File: config.mk
export PLATFORM = sky130hd
export DESIGN_NAME = stale_mesi_ctrl
export DESIGN_NICKNAME = d
export VERILOG_FILES = /design/src/rtl/smesi_pkg.sv /design/src/rtl/smesi_age.sv /design/src/rtl/smesi_line.sv /design/src/rtl/stale_mesi_ctrl.sv
export SDC_FILE = /design/constraint.sdc
export NUM_CORES = 1
export LEC_CHECK = 0
export ABC_AREA = 1
export BUFFER_PORTS_ARGS = -buffer_cell sky130_fd_sc_hd__buf_2
export CAP_MARGIN = 10
export CORE_AREA = 4 4 114 116
export CTS_CLUSTER_SIZE = 25
export DETAILED_ROUTE_END_ITERATION = 8
export DIE_AREA = 0 0 118 120
export GPL_ROUTABILITY_DRIVEN = 0
export PLACE_DENSITY = 0.48
export SYNTH_ARGS = -nofsm -noshare
export SYNTH_HDL_FRONTEND = slang
export SYNTH_SLANG_ARGS = --single-unit
File: constraint.sdc
create_clock -name clk -period 4.33 [get_ports clk]
set_clock_uncertainty 0.2 [all_clocks]
set_input_delay 0.6495 -clock clk [delete_from_list [all_inputs] [get_ports clk]]
set_output_delay 0.6495 -clock clk [all_outputs]
set_load 0.03 [all_outputs]
File: src/rtl/smesi_pkg.sv
package smesi_pkg;
  typedef enum logic [2:0] {
    LS_INV   = 3'd0,
    LS_SHR   = 3'd1,
    LS_EXC   = 3'd2,
    LS_MOD   = 3'd3,
    LS_STALE = 3'd4
  } line_st_e;
endpackage

File: src/rtl/smesi_age.sv
// Per-line age counter: counts cycles spent in the stale state.
module smesi_age #(
  parameter int AGE_LIMIT = 1000,
  localparam int AGE_W = (AGE_LIMIT > 2) ? $clog2(AGE_LIMIT) : 1
) (
  input  logic clk,
  input  logic rst_n,
  input  logic clr,
  input  logic en,
  output logic expire
);
  logic [AGE_W-1:0] cnt_q, cnt_d;
  logic             cnt_upd;

  assign expire = (cnt_q == AGE_W'(AGE_LIMIT - 1));

  always_comb begin
    cnt_upd = clr | (en & ~expire);
    cnt_d   = clr ? '0 : cnt_q + 1'b1;
  end

  always_ff @(posedge clk or negedge rst_n) begin
    if (!rst_n)       cnt_q <= '0;
    else if (cnt_upd) cnt_q <= cnt_d;
  end
endmodule

File: src/rtl/smesi_line.sv
// One tracked line: snoop first, then purge/aging, then local request.
module smesi_line
  import smesi_pkg::*;
#(
  parameter int AGE_LIMIT = 1000
) (
  input  logic     clk,
  input  logic     rst_n,
  input  logic     snp_sel,
  input  logic     snp_rfo,
  input  logic     purge,
  input  logic     req_sel,
  input  logic     req_store,
  input  logic     req_ordered,
  input  logic     fill_unshared,
  output line_st_e state,
  output logic     loc_hit,
  output logic     loc_bus,
  output logic     loc_rfo,
  output logic     snp_supply,
  output logic     snp_wb
);
  line_st_e st_q, st_d, after_snp, after_purge, fill_st;
  logic     expire, st_upd, age_clr, age_en;

  assign fill_st = fill_unshared ? LS_EXC : LS_SHR;

  always_comb begin
    after_snp  = st_q;
    snp_supply = 1'b0;
    snp_wb     = 1'b0;
    if (snp_sel) begin
      if (snp_rfo) begin
        case (st_q)
          LS_MOD: begin after_snp = LS_STALE; snp_wb = 1'b1; end
          LS_EXC, LS_SHR: after_snp = LS_STALE;
          default: ;
        endcase
      end else begin
        case (st_q)
          LS_MOD: begin after_snp = LS_SHR; snp_supply = 1'b1; end
          LS_EXC: after_snp = LS_SHR;
          default: ;
        endcase
      end
    end

    after_purge = after_snp;
    if (after_snp == LS_STALE && (purge || (st_q == LS_STALE && expire)))
      after_purge = LS_INV;

    st_d    = after_purge;
    loc_hit = 1'b0;
    loc_bus = 1'b0;
    loc_rfo = 1'b0;
    if (req_sel) begin
      if (req_store) begin
        loc_hit = (after_purge == LS_EXC) || (after_purge == LS_MOD);
        loc_bus = ~loc_hit;
        loc_rfo = ~loc_hit;
        st_d    = LS_MOD;
      end else begin
        case (after_purge)
          LS_INV: begin loc_bus = 1'b1; st_d = fill_st; end
          LS_STALE:
            if (req_ordered) begin loc_bus = 1'b1; st_d = fill_st; end
            else loc_hit = 1'b1;
          default: loc_hit = 1'b1;
        endcase
      end
    end
  end

  assign st_upd  = (st_d != st_q);
  assign age_clr = (st_d == LS_STALE) && (st_q != LS_STALE);
  assign age_en  = (st_q == LS_STALE);

  always_ff @(posedge clk or negedge rst_n) begin
    if (!rst_n)      st_q <= LS_INV;
    else if (st_upd) st_q <= st_d;
  end

  smesi_age #(.AGE_LIMIT(AGE_LIMIT)) u_age (
    .clk    (clk),
    .rst_n  (rst_n),
    .clr    (age_clr),
    .en     (age_en),
    .expire (expire)
  );

  assign state = st_q;
endmodule

File: src/rtl/stale_mesi_ctrl.sv
module stale_mesi_ctrl
  import smesi_pkg::*;
#(
  parameter int NUM_LINES = 4,
  parameter int AGE_LIMIT = 1000,
  localparam int LINE_W = (NUM_LINES > 1) ? $clog2(NUM_LINES) : 1
) (
  input  logic                   clk,
  input  logic                   rst_n,
  input  logic                   req_valid,
  input  logic [LINE_W-1:0]      req_line,
  input  logic                   req_store,
  input  logic                   req_ordered,
  input  logic                   fill_unshared,
  input  logic                   snp_valid,
  input  logic [LINE_W-1:0]      snp_line,
  input  logic                   snp_rfo,
  input  logic                   barrier,
  output logic                   rsp_hit,
  output logic                   bus_req_valid,
  output logic                   bus_req_rfo,
  output logic                   snp_supply,
  output logic                   snp_writeback,
  output logic                   barrier_done,
  output logic [3*NUM_LINES-1:0] line_states
);
  logic [1:0]           rs_q;
  logic                 core_rst_n;
  logic                 done_q;
  logic [NUM_LINES-1:0] hit_v, bus_v, rfo_v, sup_v, wb_v;

  always_ff @(posedge clk or negedge rst_n) begin
    if (!rst_n) rs_q <= 2'b00;
    else        rs_q <= {rs_q[0], 1'b1};
  end
  assign core_rst_n = rs_q[1];

  for (genvar i = 0; i < NUM_LINES; i++) begin : g_line
    line_st_e st;
    smesi_line #(.AGE_LIMIT(AGE_LIMIT)) u_line (
      .clk           (clk),
      .rst_n         (core_rst_n),
      .snp_sel       (core_rst_n & snp_valid & (snp_line == LINE_W'(i))),
      .snp_rfo       (snp_rfo),
      .purge         (core_rst_n & barrier),
      .req_sel       (core_rst_n & req_valid & (req_line == LINE_W'(i))),
      .req_store     (req_store),
      .req_ordered   (req_ordered),
      .fill_unshared (fill_unshared),
      .state         (st),
      .loc_hit       (hit_v[i]),
      .loc_bus       (bus_v[i]),
      .loc_rfo       (rfo_v[i]),
      .snp_supply    (sup_v[i]),
      .snp_wb        (wb_v[i])
    );
    assign line_states[3*i +: 3] = st;
  end

  assign rsp_hit       = |hit_v;
  assign bus_req_valid = |bus_v;
  assign bus_req_rfo   = |rfo_v;
  assign snp_supply    = |sup_v;
  assign snp_writeback = |wb_v;

  always_ff @(posedge clk or negedge core_rst_n) begin
    if (!core_rst_n) done_q <= 1'b0;
    else             done_q <= barrier;
  end
  assign barrier_done = done_q;
endmodule

Word level (Yosys, flattened, before mapping)
Cells that the tools add are included.

Bitwise gates (word level): 27. Muxes and demuxes: 95. Eq/ne operators: 54. Shift-type cells: 0. Add/subtract/negate cells: 4. Multiply operators: 0. Divide/modulo/power cells: 0. Reduce and logical (&&, ||, !) cells: 39. $lt $le $gt $ge: 0.

Operators by type and width (number): 3-bit 2-to-1 mux (32); 3-bit by 2-bit == test with 1-bit output (second input constant) (16); 3-bit == test (second input constant) (16); 1-bit 2-to-1 mux (46); 10-bit by 1-bit adder with 10-bit output (second input constant) (4); 10-bit == test (second input constant) (4); 10-bit 2-to-1 mux (4); 3-bit case mux with 2 select lines (4); 4-bit OR reduction (5); 1-bit case mux with 2 select lines (8); 1-bit bitwise AND (15); 3-bit by 1-bit == test with 1-bit output (second input constant) (4); 1-bit logical AND (12); 3-bit zero test (4); 3-bit inequality test (4); 3-bit inequality test (second input constant) (4); 3-bit OR reduction (4); 2-bit == test (second input constant) (4); 1-bit logical OR (8); 1-bit inverter (8); 2-bit OR reduction (4); 2-bit by 1-bit == test with 1-bit output (second input constant) (2); 2-bit zero test (2); 1-bit bitwise OR (4); 2-bit 2-to-1 mux (1).

Word-level logic and storage cells: 229. Output and inout port bits: 18. RAM bits: 0. Bits in read-only memories: 0. Memories kept: 0. Latch bits: 0. Input port bits: 13. Bits in registers: 55.

Depth between registers and ports, before layout
Gate-level depths: netlist (run 1).

Depth in word-level cells: 15. Mapped depth: 14. Depth with buffers taken out: 14.

Hierarchy
From an unflattened synthesis (run 1), not the netlist that was laid out.

Cells, all modules: 617. Area total of the unflattened synthesis: 4093.9 µm².

Modules (own cells, without submodules): smesi_age (area an instance 638.1 µm², cells an instance 90, instances 4, sequential area each 250.2 µm²); smesi_line at g_line[0].u_line ... (area an instance 337.8 µm², cells an instance 56, instances 2, sequential area each 75.1 µm²); smesi_line at g_line[2].u_line ... (area an instance 320.3 µm², cells an instance 51, instances 2, sequential area each 75.1 µm²); stale_mesi_ctrl (area an instance 225.2 µm², cells an instance 43, instances 1, sequential area each 75.1 µm²).

Worst setup path before layout (run 1)
No wires, ideal clock.

Kind: reg-to-output. Start point: register rs_q[1]. End point: output rsp_hit. Cell stages (with the launch flop): 15. Path buffers: 0. Setup slack: 0.630 ns. Arrival time: 2.851 ns. Data required time: 3.480 ns. Cell sequence: dfrtp_1 nand2_2 inv_1 nand3_2 nor2_1 inv_2 nand2_2 nand2_1 nand2_1 nand3_1 nand2_1 nand2_1 nand2_1 inv_1 nand2_1.

Longest elaborated chain between the ends: 11. Elaborated cells on any way between the ends: 64. Those cells by class: 16 x eq/ne; 20 x mux; 11 x bitwise; 17 x reduce/logical.

Ends and longest elaborated chain: start, declared (line stale_mesi_ctrl.sv:27) `logic [1:0] rs_q;`; start signal, assigned (line stale_mesi_ctrl.sv:34) `else rs_q <= {rs_q[0], 1'b1};`; 1-bit bitwise AND (2 in series) (line stale_mesi_ctrl.sv:43) `.snp_sel (core_rst_n & snp_valid & (snp_line == LINE_W'(i))),`; 3-bit 2-to-1 mux (line smesi_line.sv:32) `if (snp_sel) begin`; 3-bit == test (line smesi_line.sv:49) `if (after_snp == LS_STALE && (purge || (st_q == LS_STALE && expire)))`; 1-bit logical AND (line smesi_line.sv:49); 3-bit 2-to-1 mux (line smesi_line.sv:49); 3-bit == test, or another cell as far along (line smesi_line.sv:63) `case (after_purge)`; 1-bit case mux with 2 select lines / 1-bit logical OR (equally long branches) (line smesi_line.sv:63, smesi_line.sv:58); 1-bit 2-to-1 mux (line smesi_line.sv:57) `if (req_store) begin`; 1-bit 2-to-1 mux (line smesi_line.sv:56) `if (req_sel) begin`; 4-bit OR reduction (*) (line stale_mesi_ctrl.sv:60) `assign rsp_hit = |hit_v;`; end, declared (line stale_mesi_ctrl.sv:19) `output logic rsp_hit,`.

Mark *: on every way between the ends. The rest lies on a longest branch, timed or not.

Worst setup path after layout (run 1)
Ends and elaborated chain as after synthesis.

==> flow_results.xml, run 1 <==
<?xml version="1.0" encoding="UTF-8"?>
<metrics>
  <group name="status">
    <metric name="outcome" unit="">finished, final reports clean</metric>
  </group>
  <group name="global_routing">
    <metric name="grt_antenna_before_repair" unit="">0</metric>
    <metric name="via_count_of_the_first_global_routing_pass" unit="">3166</metric>
    <metric name="global_route.usage.total" unit="">0.131</metric>
    <metric name="global_route_wire_length_before_repair" unit="mm">15.2</metric>
    <metric name="grt_overflow" unit="">0</metric>
    <metric name="grt_max_degree" unit="">24</metric>
  </group>
  <group name="logic_synthesis">
    <metric name="synth.top_cells.by_count" unit="">sky130_fd_sc_hd__nand2_1 (130), sky130_fd_sc_hd__inv_1 (91), sky130_fd_sc_hd__nor2_1 (57), sky130_fd_sc_hd__dfrtp_1 (55), sky130_fd_sc_hd__nand3_1 (53)</metric>
    <metric name="synth_edf_count" unit="">0</metric>
    <metric name="synth-seq-area-share" unit="">0.390</metric>
    <metric name="synth_top_family_by_area" unit="">simple AND/OR/NAND/NOR gates</metric>
    <metric name="synth_top_cells_by_area" unit="">sky130_fd_sc_hd__dfrtp_1 (39%), sky130_fd_sc_hd__nand2_1 (14%), sky130_fd_sc_hd__inv_1 (9.7%), sky130_fd_sc_hd__nand3_1 (7.5%), sky130_fd_sc_hd__nor2_1 (6.1%)</metric>
    <metric name="synthMuxAreaShare" unit="">0.00602</metric>
    <metric name="post_synth_xor_area_fraction" unit="">0.0397</metric>
    <metric name="post_synth_instance_area" unit="µm²">3530</metric>
    <metric name="synth_simple_gate_area_share" unit="">0.382</metric>
    <metric name="synth_flop_cell" unit="">sky130_fd_sc_hd__dfrtp_1</metric>
    <metric name="synth.yosys.warnings" unit="">0</metric>
    <metric name="syn-instance-count" unit="">503</metric>
    <metric name="synth_most_common_cell" unit="">sky130_fd_sc_hd__nand2_1</metric>
    <metric name="synth_top_cell_by_area" unit="">sky130_fd_sc_hd__dfrtp_1</metric>
    <metric name="post-synth-top-area-fraction" unit="">0.390</metric>
    <metric name="syn_nets" unit="">520</metric>
    <metric name="post_synth_fa_ha_maj_area_fraction" unit="">0.0142</metric>
    <metric name="ys_seq_elements" unit="">55</metric>
    <metric name="avg_inst_size_synth" unit="µm²">7.02</metric>
    <metric name="synthDistinctLibCells" unit="">39</metric>
    <metric name="async_reset_ff_frac" unit="">1.00</metric>
    <metric name="synth_compound_gate_area_share" unit="">0.0606</metric>
  </group>
  <group name="final_layout">
    <metric name="post_route_cells_drive_above_1_share" unit="">0.144</metric>
    <metric name="area_overhead_of_the_layout_relative_to_synthesis" unit="%">14.1</metric>
    <metric name="num_antenna_cells" unit="">0</metric>
    <metric name="final_nets" unit="">558</metric>
    <metric name="final_cell_count_no_fill" unit="">689</metric>
  </group>
  <group name="placement">
    <metric name="final_hpwl_from_detailed_placement" unit="mm">6.65</metric>
    <metric name="place.detailed.instances" unit="">680</metric>
    <metric name="io_buffers" unit="">30</metric>
  </group>
  <group name="pwr">
    <metric name="leakagePower" unit="nW">2.20</metric>
    <metric name="clockPowerShare" unit="">0.239</metric>
    <metric name="share_comb_of_total_power" unit="">0.351</metric>
    <metric name="internal-power" unit="mW">1.04</metric>
    <metric name="p_sw_frac" unit="">0.408</metric>
    <metric name="power_per_cell_area" unit="nW/µm²">435</metric>
    <metric name="switching_power" unit="mW">0.715</metric>
    <metric name="power_frac_seq" unit="">0.411</metric>
    <metric name="worst_ir_drop_vdd" unit="V">0.000221</metric>
  </group>
  <group name="worst_setup_path">
    <metric name="worst_setup_end_kind" unit="">output pin</metric>
    <metric name="critical_path_class" unit="">flop to output pin</metric>
    <metric name="critPathMaxFanout" unit="">23</metric>
    <metric name="arrival" unit="ns">2.47</metric>
    <metric name="cp.required" unit="ns">3.48</metric>
    <metric name="reg2reg_slack" unit="ns">1.87</metric>
    <metric name="startpoint_type" unit="">flop</metric>
  </group>
  <group name="timing">
    <metric name="final.hold.worst_slack" unit="ns">0.0412</metric>
    <metric name="layout_worst_path_cycle_share" unit="">0.768</metric>
    <metric name="setup_viol_count_final" unit="">0</metric>
    <metric name="fin_tns_setup" unit="ns">0</metric>
    <metric name="period_needed" unit="ns">3.32</metric>
    <metric name="achievable-frequency" unit="MHz">301</metric>
    <metric name="finalHoldViolations" unit="">0</metric>
    <metric name="tightestPinTransition" unit="ns">0.672</metric>
    <metric name="relSlewSlack" unit="">0.548</metric>
    <metric name="drv_slew" unit="">0</metric>
    <metric name="rsz0062_at_grt" unit="">false</metric>
  </group>
  <group name="clock_tree">
    <metric name="cts-buffers-inserted" unit="">5</metric>
    <metric name="clkSinkCount" unit="">55</metric>
    <metric name="clk_pin_slew" unit="ns">0.07</metric>
    <metric name="cts-root-buf" unit="">sky130_fd_sc_hd__clkbuf_16</metric>
    <metric name="ctsResizeCount" unit="">0</metric>
    <metric name="h-tree-depth" unit="">2</metric>
    <metric name="post_cts_hold_buffer_count" unit="">1</metric>
    <metric name="clk_path_buf_depth" unit="">2</metric>
    <metric name="cts_setup_buffers" unit="">0</metric>
    <metric name="tritoncts_clock_tree" unit="">yes</metric>
    <metric name="clk-insertion-delay-late" unit="ns">0.30</metric>
  </group>
  <group name="routing">
    <metric name="route.final.wire_length" unit="mm">8.46</metric>
    <metric name="antenna_violating_nets_post_route" unit="">0</metric>
    <metric name="number_of_design_rule_violations_left_after_detail_routing" unit="">0</metric>
    <metric name="via_count" unit="">3177</metric>
    <metric name="vias_per_cell" unit="">4.61</metric>
    <metric name="drt_iter0_drc" unit="">199</metric>
    <metric name="first_pass_iters" unit="">4</metric>
    <metric name="routed_wire_length_per_instance" unit="µm">12.3</metric>
  </group>
  <group name="floorplanning">
    <metric name="floorplan.die.height" unit="µm">120</metric>
    <metric name="floorplan.core_area" unit="µm²">11900</metric>
    <metric name="die_width" unit="µm">118</metric>
    <metric name="initial_utilization" unit="">0.297</metric>
    <metric name="design.portCount" unit="">31</metric>
    <metric name="row_cnt" unit="">40</metric>
    <metric name="dieArea" unit="µm²">14200</metric>
  </group>
  <group name="job">
    <metric name="drv.max_cap_violation_count" unit="">0</metric>
  </group>
  <group name="worst_hold_path">
    <metric name="hold_path_class" unit="">flop to asynchronous set/reset pin</metric>
  </group>
</metrics>
[metal layers]
layer,global-route usage,share of wire,vias up
li1,-,-,1645
met1,0.166,0.47,1482
met2,0.221,0.48,42
met3,0.0292,0.038,8
met4,0.0396,0.012,0
met5,0,0,-
[path summary, 6_finish.rpt]
kind                          from  cells after the start                         endpoint
min                        rs_q[1]                      0  g_line[2].u_line.u_age.cnt_q[8]
max reg2reg                rs_q[1]                      6  g_line[3].u_line.u_age.cnt_q[6]
max                        rs_q[1]                     13                          rsp_hit
min in group clk           rs_q[0]                      0                          rs_q[1]
min reg2reg                rs_q[1]                      0  g_line[2].u_line.u_age.cnt_q[8]
max in group asynchronous  rs_q[1]                      1  g_line[1].u_line.u_age.cnt_q[5]
[cell families (layout without fill, tap and decap cells)]
family / count (synthesis) / in the layout
other: 1 / 1
xor gates and xnor gates: 16 / 16
muxes: 2 / 2
and+or+nand+nor: 295 / 295
adders and majority gates: 4 / 4
buffers and inverters: 98 / 137
AOI/OAI and AO/OA: 32 / 32
DFF: 55 / 55
[power by group through the flow]
stage	logic [mW]	registers [mW]	clock network (mW)
2_1_floorplan	0.415	0.778	0
3_3_place_gp	0.618	0.730	0
3_5_place_dp	0.621	0.731	0
4_1_cts	0.625	0.721	0.445
5_1_grt	0.710	0.743	0.464
6_report	0.615	0.720	0.419
[through the flow]
| step | utilization | setup WS (ns) | power [mW] | cell area [µm²] |
|---|---|---|---|---|
| final | 0.338 | 1.01 | 1.75 | 4030 |
| after global routing | 0.338 | 0.594 | 1.92 | 4030 |
| after CTS | 0.338 | 0.931 | 1.79 | 4030 |
| after detailed placement | 0.325 | 1.24 | 1.35 | 3870 |
| after global placement | 0.325 | 1.27 | 1.35 | 3870 |
| after floorplan | - | 0.630 | 1.19 | 3530 |
[sequential cells by signal (all words and copies together) (netlist names)]
| signal | count |
|---|---|
| g_line.u_line.u_age.cnt_q | 40 |
| barrier_done | 1 |
| g_line.u_line.state | 12 |
| rs_q | 2 |
[critical path, stage by stage, from the launching register on]
cell	delay, ns
sky130_fd_sc_hd__dfrtp_2	0.70
sky130_fd_sc_hd__nand2_2	0.20
sky130_fd_sc_hd__nor2_1	0.24
sky130_fd_sc_hd__nand3_1	0.13
sky130_fd_sc_hd__nand2_1	0.11
sky130_fd_sc_hd__nand2_1	0.06
sky130_fd_sc_hd__nand2_1	0.14
sky130_fd_sc_hd__nand3_1	0.11
sky130_fd_sc_hd__nand2_1	0.08
sky130_fd_sc_hd__nand2_1	0.04
sky130_fd_sc_hd__nand2_1	0.07
sky130_fd_sc_hd__inv_1	0.04
sky130_fd_sc_hd__nand2_1	0.06
sky130_fd_sc_hd__buf_2	0.20
[layout make-up]
type | instances | area (µm²)
Fill cell | 1292 | 7880
Clock inverter | 3 | 25.0
Sequential cell | 55 | 1380
Multi-Input combinational cell | 350 | 1780
Timing Repair Buffer | 34 | 183
Inverter | 95 | 357
Clock buffer | 5 | 125
Tap cell | 147 | 184
[cells in the final DEF (no fill, tap or decap), types with 4 or more instances in the layout]
cell / n
sky130_fd_sc_hd__inv_1: 91
sky130_fd_sc_hd__or2_2: 4
sky130_fd_sc_hd__xor2_1: 13
sky130_fd_sc_hd__nor2_1: 57
sky130_fd_sc_hd__o21ai_0: 9
sky130_fd_sc_hd__buf_2: 30
sky130_fd_sc_hd__nor3_1: 14
sky130_fd_sc_hd__nand4_1: 9
sky130_fd_sc_hd__inv_2: 4
sky130_fd_sc_hd__a21oi_1: 6
sky130_fd_sc_hd__dfrtp_1: 54
sky130_fd_sc_hd__nand2_1: 130
sky130_fd_sc_hd__nand2_2: 8
sky130_fd_sc_hd__clkbuf_16: 5
sky130_fd_sc_hd__nand3_1: 53
sky130_fd_sc_hd__ha_1: 4
No activity file was read; power rests on OpenSTA's default activity.
==> run 2, diff against run 1 <==
==> constraint.sdc (replaced) <==
create_clock -name clk -period 3.38 [get_ports clk]
set_clock_uncertainty 0.2 [all_clocks]
set_input_delay 0.507 -clock clk [delete_from_list [all_inputs] [get_ports clk]]
set_output_delay 0.507 -clock clk [all_outputs]
set_load 0.03 [all_outputs]
==> flow_results.xml, run 2 (synthesis results as in run 1) <==
<?xml version="1.0" encoding="UTF-8"?>
<metrics>
  <group name="clock_tree">
    <metric name="post_cts_hold_buffer_count" unit="">1</metric>
    <metric name="clk_pin_slew" unit="ns">0.07</metric>
    <metric name="clkSinkCount" unit="">55</metric>
    <metric name="ctsResizeCount" unit="">0</metric>
    <metric name="cts-buffers-inserted" unit="">5</metric>
    <metric name="cts-root-buf" unit="">sky130_fd_sc_hd__clkbuf_16</metric>
    <metric name="cts_setup_buffers" unit="">0</metric>
    <metric name="h-tree-depth" unit="">2</metric>
    <metric name="clk-insertion-delay-late" unit="ns">0.30</metric>
    <metric name="tritoncts_clock_tree" unit="">yes</metric>
    <metric name="clk_path_buf_depth" unit="">2</metric>
  </group>
  <group name="global_routing">
    <metric name="global_route.usage.total" unit="">0.128</metric>
    <metric name="grt_antenna_before_repair" unit="">0</metric>
    <metric name="via_count_of_the_first_global_routing_pass" unit="">3065</metric>
    <metric name="grt_max_degree" unit="">27</metric>
    <metric name="global_route_wire_length_before_repair" unit="mm">14.7</metric>
    <metric name="grt_overflow" unit="">0</metric>
  </group>
  <group name="routing">
    <metric name="antenna_violating_nets_post_route" unit="">0</metric>
    <metric name="via_count" unit="">3100</metric>
    <metric name="drt_iter0_drc" unit="">151</metric>
    <metric name="vias_per_cell" unit="">4.51</metric>
    <metric name="routed_wire_length_per_instance" unit="µm">12.4</metric>
    <metric name="first_pass_iters" unit="">4</metric>
    <metric name="route.final.wire_length" unit="mm">8.53</metric>
    <metric name="number_of_design_rule_violations_left_after_detail_routing" unit="">0</metric>
  </group>
  <group name="floorplanning">
    <metric name="initial_utilization" unit="">0.297</metric>
    <metric name="row_cnt" unit="">40</metric>
    <metric name="dieArea" unit="µm²">14200</metric>
    <metric name="design.portCount" unit="">31</metric>
    <metric name="die_width" unit="µm">118</metric>
    <metric name="floorplan.die.height" unit="µm">120</metric>
    <metric name="floorplan.core_area" unit="µm²">11900</metric>
  </group>
  <group name="final_layout">
    <metric name="post_route_cells_drive_above_1_share" unit="">0.142</metric>
    <metric name="num_antenna_cells" unit="">0</metric>
    <metric name="area_overhead_of_the_layout_relative_to_synthesis" unit="%">13.9</metric>
    <metric name="largest_register_ff_count" unit="">40</metric>
    <metric name="final_nets" unit="">558</metric>
    <metric name="most-common-layout-cells" unit="">sky130_fd_sc_hd__nand2_1 (130), sky130_fd_sc_hd__inv_1 (91), sky130_fd_sc_hd__nor2_1 (57), sky130_fd_sc_hd__dfrtp_1 (54), sky130_fd_sc_hd__nand3_1 (53)</metric>
    <metric name="nFillCells" unit="">1312</metric>
    <metric name="most_common_library_cell_in_the_layout_ignoring_fill_and_taps" unit="">sky130_fd_sc_hd__nand2_1</metric>
    <metric name="largest_register" unit="">g_line.u_line.u_age.cnt_q</metric>
  </group>
  <group name="job">
    <metric name="drv.max_cap_violation_count" unit="">0</metric>
  </group>
  <group name="timing">
    <metric name="rsz0062_at_grt" unit="">false</metric>
    <metric name="relSlewSlack" unit="">0.573</metric>
    <metric name="layout_worst_path_cycle_share" unit="">0.880</metric>
    <metric name="drv_slew" unit="">0</metric>
    <metric name="finalHoldViolations" unit="">0</metric>
    <metric name="final.hold.worst_slack" unit="ns">0.142</metric>
    <metric name="tightestPinTransition" unit="ns">0.635</metric>
    <metric name="fin_ws" unit="ns">0.407</metric>
    <metric name="achievable-frequency" unit="MHz">336</metric>
    <metric name="setup_viol_count_final" unit="">0</metric>
    <metric name="fin_tns_setup" unit="ns">0</metric>
    <metric name="period_needed" unit="ns">2.97</metric>
  </group>
  <group name="pwr">
    <metric name="power_per_cell_area" unit="nW/µm²">562</metric>
    <metric name="worst_ir_drop_vdd" unit="V">0.000221</metric>
    <metric name="leakagePower" unit="nW">2.21</metric>
  </group>
  <group name="worst_setup_path">
    <metric name="critical_path_class" unit="">flop to output pin</metric>
    <metric name="cp.required" unit="ns">2.67</metric>
    <metric name="startpoint_type" unit="">flop</metric>
    <metric name="r2r.worst_path.cells" unit="">11</metric>
    <metric name="worst_setup_end_kind" unit="">output pin</metric>
    <metric name="arrival" unit="ns">2.27</metric>
    <metric name="critPathMaxFanout" unit="">4</metric>
  </group>
  <group name="worst_hold_path">
    <metric name="min_delay_path_depth" unit="">1</metric>
    <metric name="hold_path_class" unit="">input pin to flop</metric>
  </group>
  <group name="placement">
    <metric name="io_buffers" unit="">30</metric>
    <metric name="preCtsSetupSlack" unit="ns">0.664</metric>
    <metric name="final_hpwl_from_detailed_placement" unit="mm">6.66</metric>
  </group>
  <group name="status">
    <metric name="outcome" unit="">finished, final reports clean</metric>
  </group>
</metrics>
[run 2: critical path, cell delays in order (launching register included)]
cell	delay (ns)
sky130_fd_sc_hd__dfrtp_1	0.40
sky130_fd_sc_hd__ha_1	0.21
sky130_fd_sc_hd__nand2_1	0.08
sky130_fd_sc_hd__nor2_1	0.08
sky130_fd_sc_hd__nand3_1	0.13
sky130_fd_sc_hd__o21ai_0	0.24
sky130_fd_sc_hd__nand2_1	0.08
sky130_fd_sc_hd__nand2_1	0.14
sky130_fd_sc_hd__nand3_1	0.12
sky130_fd_sc_hd__nand2_1	0.08
sky130_fd_sc_hd__nand2_1	0.05
sky130_fd_sc_hd__nand2_1	0.07
sky130_fd_sc_hd__inv_1	0.04
sky130_fd_sc_hd__nand2_1	0.05
sky130_fd_sc_hd__buf_2	0.20
[run 2: stage by stage]
| stage | total power [mW] | utilization | cell area, µm² | instances |
|---|---|---|---|---|
| floorplan | 1.53 | - | 3530 | 503 |
| global placement | 1.73 | 0.325 | 3870 | 680 |
| detailed placement | 1.74 | 0.325 | 3870 | 680 |
| CTS | 2.30 | 0.338 | 4020 | 688 |
| global route | 2.45 | 0.338 | 4020 | 688 |
| finish | 2.26 | 0.338 | 4020 | 688 |
[run 2: final timing paths]
| path | from | to | slack [ns] |
|---|---|---|---|
| worst min register to register | rs_q[1] | g_line[1].u_line.u_age.cnt_q[9] | 0.15 |
| worst max-delay path | g_line[1].u_line.u_age.cnt_q[0] | rsp_hit | 0.41 |
| worst max register to register | g_line[1].u_line.u_age.cnt_q[0] | g_line[1].u_line.u_age.cnt_q[7] | 1.19 |
| max in group asynchronous | rs_q[1] | g_line[2].u_line.u_age.cnt_q[7] | 2.47 |
| min in group asynchronous | rs_q[1] | g_line[1].u_line.u_age.cnt_q[9] | 0.15 |
| worst min-delay path | barrier | barrier_done | 0.14 |
[run 2: power breakdown]
part           switching [mW]  internal (mW)
Combinational           0.535          0.260
Clock                   0.248          0.291
Sequential              0.132          0.793
Total                   0.916           1.34
[run 2: area by class of cell]
| type | instances | area (µm²) | share of cell area |
|---|---|---|---|
| Multi-Input combinational cell | 350 | 1780 | 0.442 |
| Sequential cell | 55 | 1380 | 0.342 |
| Inverter | 95 | 357 | 0.0886 |
| Tap cell | 147 | 184 | 0.0457 |
| Timing Repair Buffer | 34 | 183 | 0.0454 |
| Clock buffer | 6 | 139 | 0.0345 |
| Clock inverter | 1 | 5.00 | 0.00124 |
[run 2: layer usage]
| layer | track usage | share of wire | vias to the layer above |
|---|---|---|---|
| li1 | - | - | 1644 |
| met1 | 0.159 | 0.47 | 1406 |
| met2 | 0.218 | 0.47 | 45 |
| met3 | 0.0349 | 0.041 | 5 |
| met4 | 0.0359 | 0.012 | 0 |
| met5 | 0 | 0 | - |
